[config.mk]
export PLATFORM = sky130hd
export DESIGN_NAME = uart_cts_tx
export DESIGN_NICKNAME = d
export VERILOG_FILES = /design/src/rtl/uart_cts_tx_pkg.sv /design/src/rtl/cts_sync.sv /design/src/rtl/tx_tick_counter.sv /design/src/rtl/tx_hold_buf.sv /design/src/rtl/uart_cts_tx.sv
export SDC_FILE = /design/constraint.sdc
export NUM_CORES = 1
export LEC_CHECK = 0
export BUFFER_PORTS_ARGS = -buffer_cell sky130_fd_sc_hd__buf_4
export CORE_MARGIN = 3
export CORE_UTILIZATION = 50
export CTS_CLUSTER_SIZE = 40
export DETAILED_ROUTE_END_ITERATION = 7
export PLACE_DENSITY = 0.79
export SYNTH_ARGS = -nofsm -noshare
export SYNTH_HDL_FRONTEND = slang
export SYNTH_SLANG_ARGS = --single-unit
[constraint.sdc]
create_clock -name clk -period 3.71 [get_ports clk]
set_input_delay 0.371 -clock clk [delete_from_list [all_inputs] [get_ports clk]]
set_output_delay 0.371 -clock clk [all_outputs]
set_load 0.005 [all_outputs]
[src/rtl/uart_cts_tx_pkg.sv]
package uart_cts_tx_pkg;

    typedef enum logic [1:0] {
        ST_IDLE  = 2'd0,
        ST_START = 2'd1,
        ST_DATA  = 2'd2,
        ST_STOP  = 2'd3
    } tx_state_e;

endpackage

[src/rtl/cts_sync.sv]
module cts_sync #(
    parameter int STAGES = 2
) (
    input  logic clk,
    input  logic rst,
    input  logic async_i,
    output logic sync_o
);
    logic [STAGES-1:0] chain_q;

    generate
        if (STAGES == 1) begin : g_one
            always_ff @(posedge clk) begin
                if (rst) chain_q <= '1;
                else     chain_q <= async_i;
            end
        end else begin : g_many
            always_ff @(posedge clk) begin
                if (rst) chain_q <= '1;
                else     chain_q <= {chain_q[STAGES-2:0], async_i};
            end
        end
    endgenerate

    assign sync_o = chain_q[STAGES-1];
endmodule

[src/rtl/tx_tick_counter.sv]
module tx_tick_counter #(
    parameter int OVERSAMPLE = 16,
    localparam int CW = $clog2(OVERSAMPLE + 1)
) (
    input  logic          clk,
    input  logic          rst,
    input  logic          tick_i,
    output logic [CW-1:0] cnt_o,
    output logic          bit_end_o
);
    localparam logic [CW-1:0] LAST  = CW'(OVERSAMPLE);
    localparam logic [CW-1:0] FIRST = CW'(1);

    logic [CW-1:0] cnt_q;

    always_ff @(posedge clk) begin
        if (rst) begin
            cnt_q <= FIRST;
        end else if (tick_i) begin
            cnt_q <= (cnt_q == LAST) ? FIRST : cnt_q + FIRST;
        end
    end

    assign cnt_o     = cnt_q;
    assign bit_end_o = tick_i && (cnt_q == LAST);
endmodule

[src/rtl/tx_hold_buf.sv]
module tx_hold_buf #(
    parameter int DATA_W = 8
) (
    input  logic              clk,
    input  logic              rst,
    input  logic              wr_i,
    input  logic [DATA_W-1:0] wr_data_i,
    input  logic              take_i,
    input  logic              irq_en_i,
    output logic [DATA_W-1:0] data_o,
    output logic              empty_o,
    output logic              irq_o
);
    logic [DATA_W-1:0] data_q;
    logic              empty_q;
    logic              irq_q;
    logic              accept;

    assign accept = wr_i && empty_q;

    always_ff @(posedge clk) begin
        if (rst) begin
            data_q  <= '0;
            empty_q <= 1'b1;
            irq_q   <= 1'b0;
        end else begin
            if (accept) data_q <= wr_data_i;
            if (take_i)      empty_q <= 1'b1;
            else if (accept) empty_q <= 1'b0;
            irq_q <= take_i && !empty_q && irq_en_i;
        end
    end

    assign data_o  = data_q;
    assign empty_o = empty_q;
    assign irq_o   = irq_q;
endmodule

[src/rtl/uart_cts_tx.sv]
module uart_cts_tx
    import uart_cts_tx_pkg::*;
#(
    parameter int DATA_W      = 8,
    parameter int OVERSAMPLE  = 16,
    parameter int SYNC_STAGES = 2
) (
    input  logic              clk,
    input  logic              rst,
    input  logic              tick_i,
    input  logic              cts_en_i,
    input  logic              irq_en_i,
    input  logic              cts_n_i,
    input  logic              wr_i,
    input  logic [DATA_W-1:0] wr_data_i,
    output logic              txd_o,
    output logic              irq_o,
    output logic              buf_empty_o
);
    localparam int CW = $clog2(OVERSAMPLE + 1);
    localparam int BW = (DATA_W > 1) ? $clog2(DATA_W) : 1;
    localparam logic [BW-1:0] LAST_BIT = BW'(DATA_W - 1);

    tx_state_e         state_q, state_d;
    logic [CW-1:0]     cnt;
    logic              bit_end;
    logic              cts_s;
    logic [DATA_W-1:0] hold_data;
    logic [DATA_W-1:0] shift_q;
    logic [BW-1:0]     bidx_q;
    logic              clear_ok;
    logic              launch;

    cts_sync #(.STAGES(SYNC_STAGES)) u_sync (
        .clk     (clk),
        .rst     (rst),
        .async_i (cts_n_i),
        .sync_o  (cts_s)
    );

    tx_tick_counter #(.OVERSAMPLE(OVERSAMPLE)) u_tick (
        .clk       (clk),
        .rst       (rst),
        .tick_i    (tick_i),
        .cnt_o     (cnt),
        .bit_end_o (bit_end)
    );

    tx_hold_buf #(.DATA_W(DATA_W)) u_buf (
        .clk       (clk),
        .rst       (rst),
        .wr_i      (wr_i),
        .wr_data_i (wr_data_i),
        .take_i    (launch),
        .irq_en_i  (irq_en_i),
        .data_o    (hold_data),
        .empty_o   (buf_empty_o),
        .irq_o     (irq_o)
    );

    assign clear_ok = !cts_en_i || !cts_s;

    // next-state logic
    always_comb begin
        state_d = state_q;
        launch  = 1'b0;
        unique case (state_q)
            ST_IDLE: begin
                if (bit_end && !buf_empty_o && clear_ok) begin
                    launch  = 1'b1;
                    state_d = ST_START;
                end
            end
            ST_START: begin
                if (bit_end) state_d = ST_DATA;
            end
            ST_DATA: begin
                if (bit_end && bidx_q == LAST_BIT) state_d = ST_STOP;
            end
            ST_STOP: begin
                if (bit_end) begin
                    if (!buf_empty_o && clear_ok) begin
                        launch  = 1'b1;
                        state_d = ST_START;
                    end else begin
                        state_d = ST_IDLE;
                    end
                end
            end
            default: state_d = ST_IDLE;
        endcase
    end

    // state register and datapath
    always_ff @(posedge clk) begin
        if (rst) begin
            state_q <= ST_IDLE;
            shift_q <= '0;
            bidx_q  <= '0;
        end else begin
            state_q <= state_d;
            if (launch) begin
                shift_q <= hold_data;
                bidx_q  <= '0;
            end else if (state_q == ST_DATA && bit_end && bidx_q != LAST_BIT) begin
                shift_q <= shift_q >> 1;
                bidx_q  <= bidx_q + BW'(1);
            end
        end
    end

    // outputs
    always_comb begin
        unique case (state_q)
            ST_START: txd_o = 1'b0;
            ST_DATA:  txd_o = shift_q[0];
            default:  txd_o = 1'b1;
        endcase
    end
endmodule

==> results of run 1 <==
==> stage by stage <==
| step | cells | utilization |
|---|---|---|
| detailed placement | 200 | 0.599 |
| global route | 207 | 0.616 |
| global placement | 200 | 0.599 |
| CTS | 207 | 0.616 |
| finish | 207 | 0.616 |
| floorplan | 161 | - |
==> metal layers <==
layer,track usage,wire [um],up-vias,share of wire
li1,-,-,590,-
met1,0.214,1250,540,0.45
met2,0.281,1320,26,0.48
met3,0.0545,125,7,0.045
met4,0.104,68,0,0.025
met5,0,0,-,0
==> state kept, by name (all words and copies together) (netlist names) <==
signal / flops
shift_q: 8
u_buf.irq_o: 1
u_sync.chain_q: 2
u_buf.empty_o: 1
bidx_q: 3
u_buf.data_o: 8
u_tick.cnt_o: 5
state_q: 2
==> layout make-up <==
class / instances / share of cell area
Timing Repair Buffer: 18 / 0.0847
Tap cell: 30 / 0.0235
Inverter: 8 / 0.0188
Multi-Input combinational cell: 114 / 0.468
Sequential cell: 30 / 0.376
Clock buffer: 7 / 0.0282
==> power breakdown <==
group,total (uW),internal [uW],switching [uW]
Clock,175,71.3,103
Combinational,97.3,45.1,52.2
Sequential,349,335,13.6
Total,621,452,169
==> worst max-delay path by stage <==
stage,end,slack (ps)
6_report,shift_q[6],1760
5_1_grt,shift_q[2],1520
4_1_cts,shift_q[6],1750
3_5_place_dp,shift_q[6],1780
3_3_place_gp,shift_q[6],1900
2_1_floorplan,u_buf.irq_o,1940
==> cell usage in the layout (no fill, tap or decap), types with 2 or more instances in the layout <==
cell type and instances:
xor2_1 4, ha_1 9, a21o_1 2, nand4_1 2, buf_4 18, mux2i_1 4, o21ai_0 2, a211oi_1 8
nor3_1 7, nand3_1 9, nand2_1 20, clkbuf_4 5, dfxtp_1 30, nor4_1 2, or2_2 2, a21oi_1 16
nor2_1 12, clkbuf_1 2, inv_1 8
==> logic make-up (layout without fill, tap and decap cells) <==
logic type | after synthesis | after routing
buf+inv | 17 | 33
compound gates | 33 | 33
mux | 4 | 4
xor+xnor | 5 | 5
flops | 30 | 30
simple gates | 63 | 63
fa+ha+maj | 9 | 9
==> worst register-to-register path, delay by kind of cell, from the launching register on <==
kind / cells / cell delay [ps]
adders and majority gates: 2 / 400
AOI/OAI and AO/OA: 1 / 240
and+or+nand+nor: 3 / 900
DFF: 1 / 330
==> reports/qor.yml, run 1 <==
fin_area_um2: 1600
worst_slack_ps: 1760
synth_flop_cell: "dfxtp_1"
ys_async_sr_fraction: 0
fp-row-count: 18
drc: 0
outcome: "finished clean"
crit_path_start: "bidx_q[0]"
synth_edf_count: 0
crit_chain: "ha_1 > ha_1 > nor4bb_1 > and2_1 > nand2_1 > a311oi_2"
synth_xor_xnor_area_share: 0.0306
via_count: 1163
required_ps: 3960
relSlewSlack: 0.648
hold_path.class: "in2reg"
power.leakage_uw: 0.000657
antenna_cells: 0
crit_top_cell: "ha_1"
final_nets: 201
crit_arrival_ps: 2200
final.setup_skew_ps: 12.6
core_area_um2: 2590
grt_max_degree: 32
synthTopCellsByArea: "dfxtp_1, ha_1, a21oi_1"
slew_violations: 0
seq_area_frac_synth: 0.420
cts_resized: 0
drive_above_1_share: 0.175
period_needed_ps: 1950
overflow: 0
ir_drop_mv: 0.291
p_per_area_nw_per_um2: 389
yosysTopAreaCellShare: 0.420
place_area_um2: 1550
cts_tree: "done"
die_w_um: 59.5
crit_path_max_incr_delay_ps: 420
viasPerCell: 5.62
io_pins: 18
setup_viol: 0
cts.clk_slew.worst_paths_ps: 90
reg2reg_to: "shift_q[6]"
whs_endpoint: "u_sync.chain_q[0]"
synthCells: 161
post-dp-hpwl_um: 1960
endpoint_kind: "flop"
finalPower_uw: 621
grt_first_pass_wirelength_um: 4690
tightest_slew_ps: 524
io_buffers: 17
drt_iter0_drc: 18
hold_buffers: 0
detail-route-antenna-nets: 0
grt_antenna_before_repair: 0
synth_top_family_by_area: "simple AND/OR/NAND/NOR gates"
clk_latency_ps: 330
max_freq_ghz: 0.513
hold_depth: 2
synth-seq-cells: 30
worst-setup-path-type: "reg2reg"
cap_violations: 0
die_h_um: 59.5
crit_path_start_kind: "flop"
synth_cell_types: 35
place.gp.congestion: 0.802
post-cts-setup-buffers: 0
routed_wl_um: 2760
grt_pass1_vias: 1090
num-fill-cells: 221
holdWs_ps: 237
synth.net_count: 185
r2r-start: "bidx_q[0]"
dieArea_um2: 3530
synth_compound_area_frac: 0.149
ctsHtreeMaxLevel: 2
globalRouteTotalUtil: 0.179
wire_per_inst_um: 13.3
area_growth_pct: 11.6
clock_path_buffers: 2
hold_start: "cts_n_i"
pre_cts_ws_ps: 1780
rrSetupSlack_ps: 1760
start_util: 0.552
synth_fa_ha_area_frac: 0.0788
syn_area_per_cell_um2: 8.87
rsz0062_at_grt: "no"
path_delay_family: "simple AND/OR/NAND/NOR gates"
cts_buffers: 5
ys_top_cells_by_count: "dfxtp_1, nand2_1, a21oi_1, nor2_1"
multi_input_area_um2: 747
fin_crit_sh: 0.526
slowest_stage: "and2_1"
root_buffer: "clkbuf_4"
firstDrtPassIters: 6
synth_simple_gate_area_frac: 0.236
crit_fanout: 10
synth_area_leader_cell: "dfxtp_1"
synth_mux_area_frac: 0.0280
regArea_um2: 601
hold_violations: 0
clkSinkCount: 30
ff2ff_path_depth: 6
syn-cell-area_um2: 1430
cp_num_buf_inv: 0
yosysWarningCount: 0
finalSetupTns_ps: 0
synth.most_common_cell: "dfxtp_1"
crit_cells: 6
Note: power is estimated with default switching activity, not from simulation.
==> run 2: changes to the inputs <==
==> constraint.sdc (replaced) <==
create_clock -name clk -period 1.8 [get_ports clk]
set_input_delay 0.18 -clock clk [delete_from_list [all_inputs] [get_ports clk]]
set_output_delay 0.18 -clock clk [all_outputs]
set_load 0.005 [all_outputs]
==> run 2 against run 1 <==
Combinational power grew to 2.9 times the previous value. Final area is 13% higher. Power is 140% higher. First-iteration DRC count grew to 4.5 times the previous value. Final cell count is 5.3% higher. Die area stayed put. Utilization is 8.1 points higher. Sequential power is 100% higher. Sequential share of layout area is 4.2 points lower. Flip-flop and latch count stayed put. Count of clock-buffer cells in the layout is 1 higher.
==> reports/qor.yml, run 2 (same netlist as run 1, synthesis figures left out) <==
tightest_slew_ps: 590  # +66.2 ps
fin_area_um2: 1800  # +13%
setup_viol: 0  # unchanged
routed_wl_um: 3360  # +22%
fin_crit_sh: 0.995  # +0.469
pwr-share-seq: 0.478  # -0.084
cp_num_buf_inv: 1  # +1
detail-route-antenna-nets: 0  # unchanged
clock_path_buffers: 2  # unchanged
grt_pass1_vias: 1175  # +7.8%
ir_drop_mv: 0.714  # +150%
crit_arrival_ps: 2040  # -160 ps
drive_above_1_share: 0.324  # +0.149
viasPerCell: 5.78  # +2.9%
worst-setup-path-type: "reg2reg"
fp-row-count: 18  # unchanged
num-fill-cells: 184  # -17%
crit_fanout: 5  # -5
max_freq_ghz: 0.559  # +8.9%
period_needed_ps: 1790  # -160 ps
grt_first_pass_wirelength_um: 4960  # +5.7%
final.setup_skew_ps: 10.3  # -2.22 ps
overflow: 0  # unchanged
path_delay_family: "simple AND/OR/NAND/NOR gates"
finalPower_uw: 1490  # +140%
cts_tree: "done"
via_count: 1260  # +8.3%
relSlewSlack: 0.603  # -0.0446
crit_path_start_kind: "flop"
slowest_stage: "or4_4"
antenna_cells: 0  # unchanged
r2r-start: "state_q[1]"
dieArea_um2: 3530  # unchanged
cap_violations: 0  # unchanged
p_int_uw: 1100  # +140%
hold_start: "cts_n_i"
slew_violations: 0  # unchanged
place_area_um2: 1590  # +2.7%
clkSinkCount: 30  # unchanged
endpoint: "u_buf.irq_o"
rrSetupSlack_ps: 10  # -1750 ps
hold_path.class: "in2reg"
globalRouteTotalUtil: 0.191  # +0.0122
grt_max_degree: 32  # unchanged
ff2ff_path_depth: 5  # -1
p_per_area_nw_per_um2: 828  # +110%
io_buffers: 17  # unchanged
post-dp-hpwl_um: 1960  # about the same
crit_cells: 5  # -1
core_area_um2: 2590  # unchanged
start_util: 0.552  # unchanged
cts.clk_slew.worst_paths_ps: 100  # about the same
p_switching_uw: 397  # +130%
holdWs_ps: 28.5  # -209 ps
io_pins: 18  # unchanged
die_h_um: 59.5  # unchanged
drt_iter0_drc: 81  # +63
grt_antenna_before_repair: 0  # unchanged
area_growth_pct: 26.3
reg2reg_to: "u_buf.irq_o"
final_nets: 211  # +5.0%
p_comb_frac: 0.186  # +0.029
final_cell_mix: "dfxtp_1, buf_4, nand2_1, a21oi_1, nor2_1"
endpoint_kind: "flop"
clock_power_share: 0.336  # +0.055
postLayoutCoreUtil: 0.697  # +0.0807
required_ps: 2050  # -1910 ps
die_w_um: 59.5  # unchanged
firstDrtPassIters: 4  # -2
cts_buffers: 5  # unchanged
root_buffer: "clkbuf_4"
ctsHtreeMaxLevel: 2  # unchanged
hold_violations: 0  # unchanged
drc: 0  # unchanged
clk_latency_ps: 340  # about the same
layout_commonest_cell: "dfxtp_1"
dp.cells: 204  # +2.0%
fin_cells: 218  # +5.3%
rsz0062_at_grt: "yes"
crit_path_max_incr_delay_ps: 600  # +180 ps
wire_per_inst_um: 15.4  # +16%
crit_path_start: "state_q[1]"
place.gp.congestion: 0.823  # +2.6%
switching_share: 0.266  # -0.00673
crit_chain: "inv_4 > ha_4 > o21bai_4 > or4_4 > nor4b_4"
power.leakage_uw: 0.000731  # +11%
outcome: "finished clean"
[run 2: through the flow]
step | TNS, ps | worst slack (ps)
5_1_grt | -195 | -80.4
3_5_place_dp | -120 | -49.8
6_report | 0 | 9.81
3_3_place_gp | 0 | 64.7
2_1_floorplan | 0 | 31.5
4_1_cts | 0 | 9.82
[run 2: worst min path at each step]
stage | to | slack [ps] | cells after the start
after global placement | u_sync.chain_q[0] | 370 | 2
after floorplan | u_tick.cnt_o[0] | 280 | 1
after CTS | u_sync.chain_q[0] | 20 | 2
final | u_sync.chain_q[0] | 30 | 2
after global routing | u_sync.chain_q[0] | 10 | 2
after detailed placement | u_sync.chain_q[0] | 370 | 2
[run 2: final cells by class]
cell class                 count  area (um^2)  share of cell area
clock buffer                   8         78.8              0.0437
timing repair buffer          27          215               0.119
tap                           30         37.5              0.0208
inverter                       8         35.0              0.0194
sequential                    30          604               0.335
multi-input combinational    115          833               0.462
[run 2: power groups by stage]
stage	clock network, uW	logic (uW)	registers [uW]
after CTS	510	218	709
after floorplan	0	139	723
after global placement	0	202	723
after global routing	548	304	718
after detailed placement	0	211	724
final	503	278	714
[run 2: metal layers]
layer | track usage | up-vias | share of wire
met5 | 0 | - | 0
met4 | 0.0777 | 0 | 0.015
met3 | 0.0741 | 5 | 0.059
met2 | 0.326 | 44 | 0.51
met1 | 0.210 | 594 | 0.41
li1 | - | 617 | -
[run 2: timing repair]
| action | 4_1_cts | 5_1_grt |
|---|---|---|
| resized for setup | 3 | 20 |
| endpoints found under the setup margin | 7 | 12 |
| pin swaps | 2 | 5 |
| gates cloned | 0 | 1 |
| setup buffers | 0 | 5 |
| hold endpoints to repair | 0 | 0 |
| hold buffers | 0 | 0 |
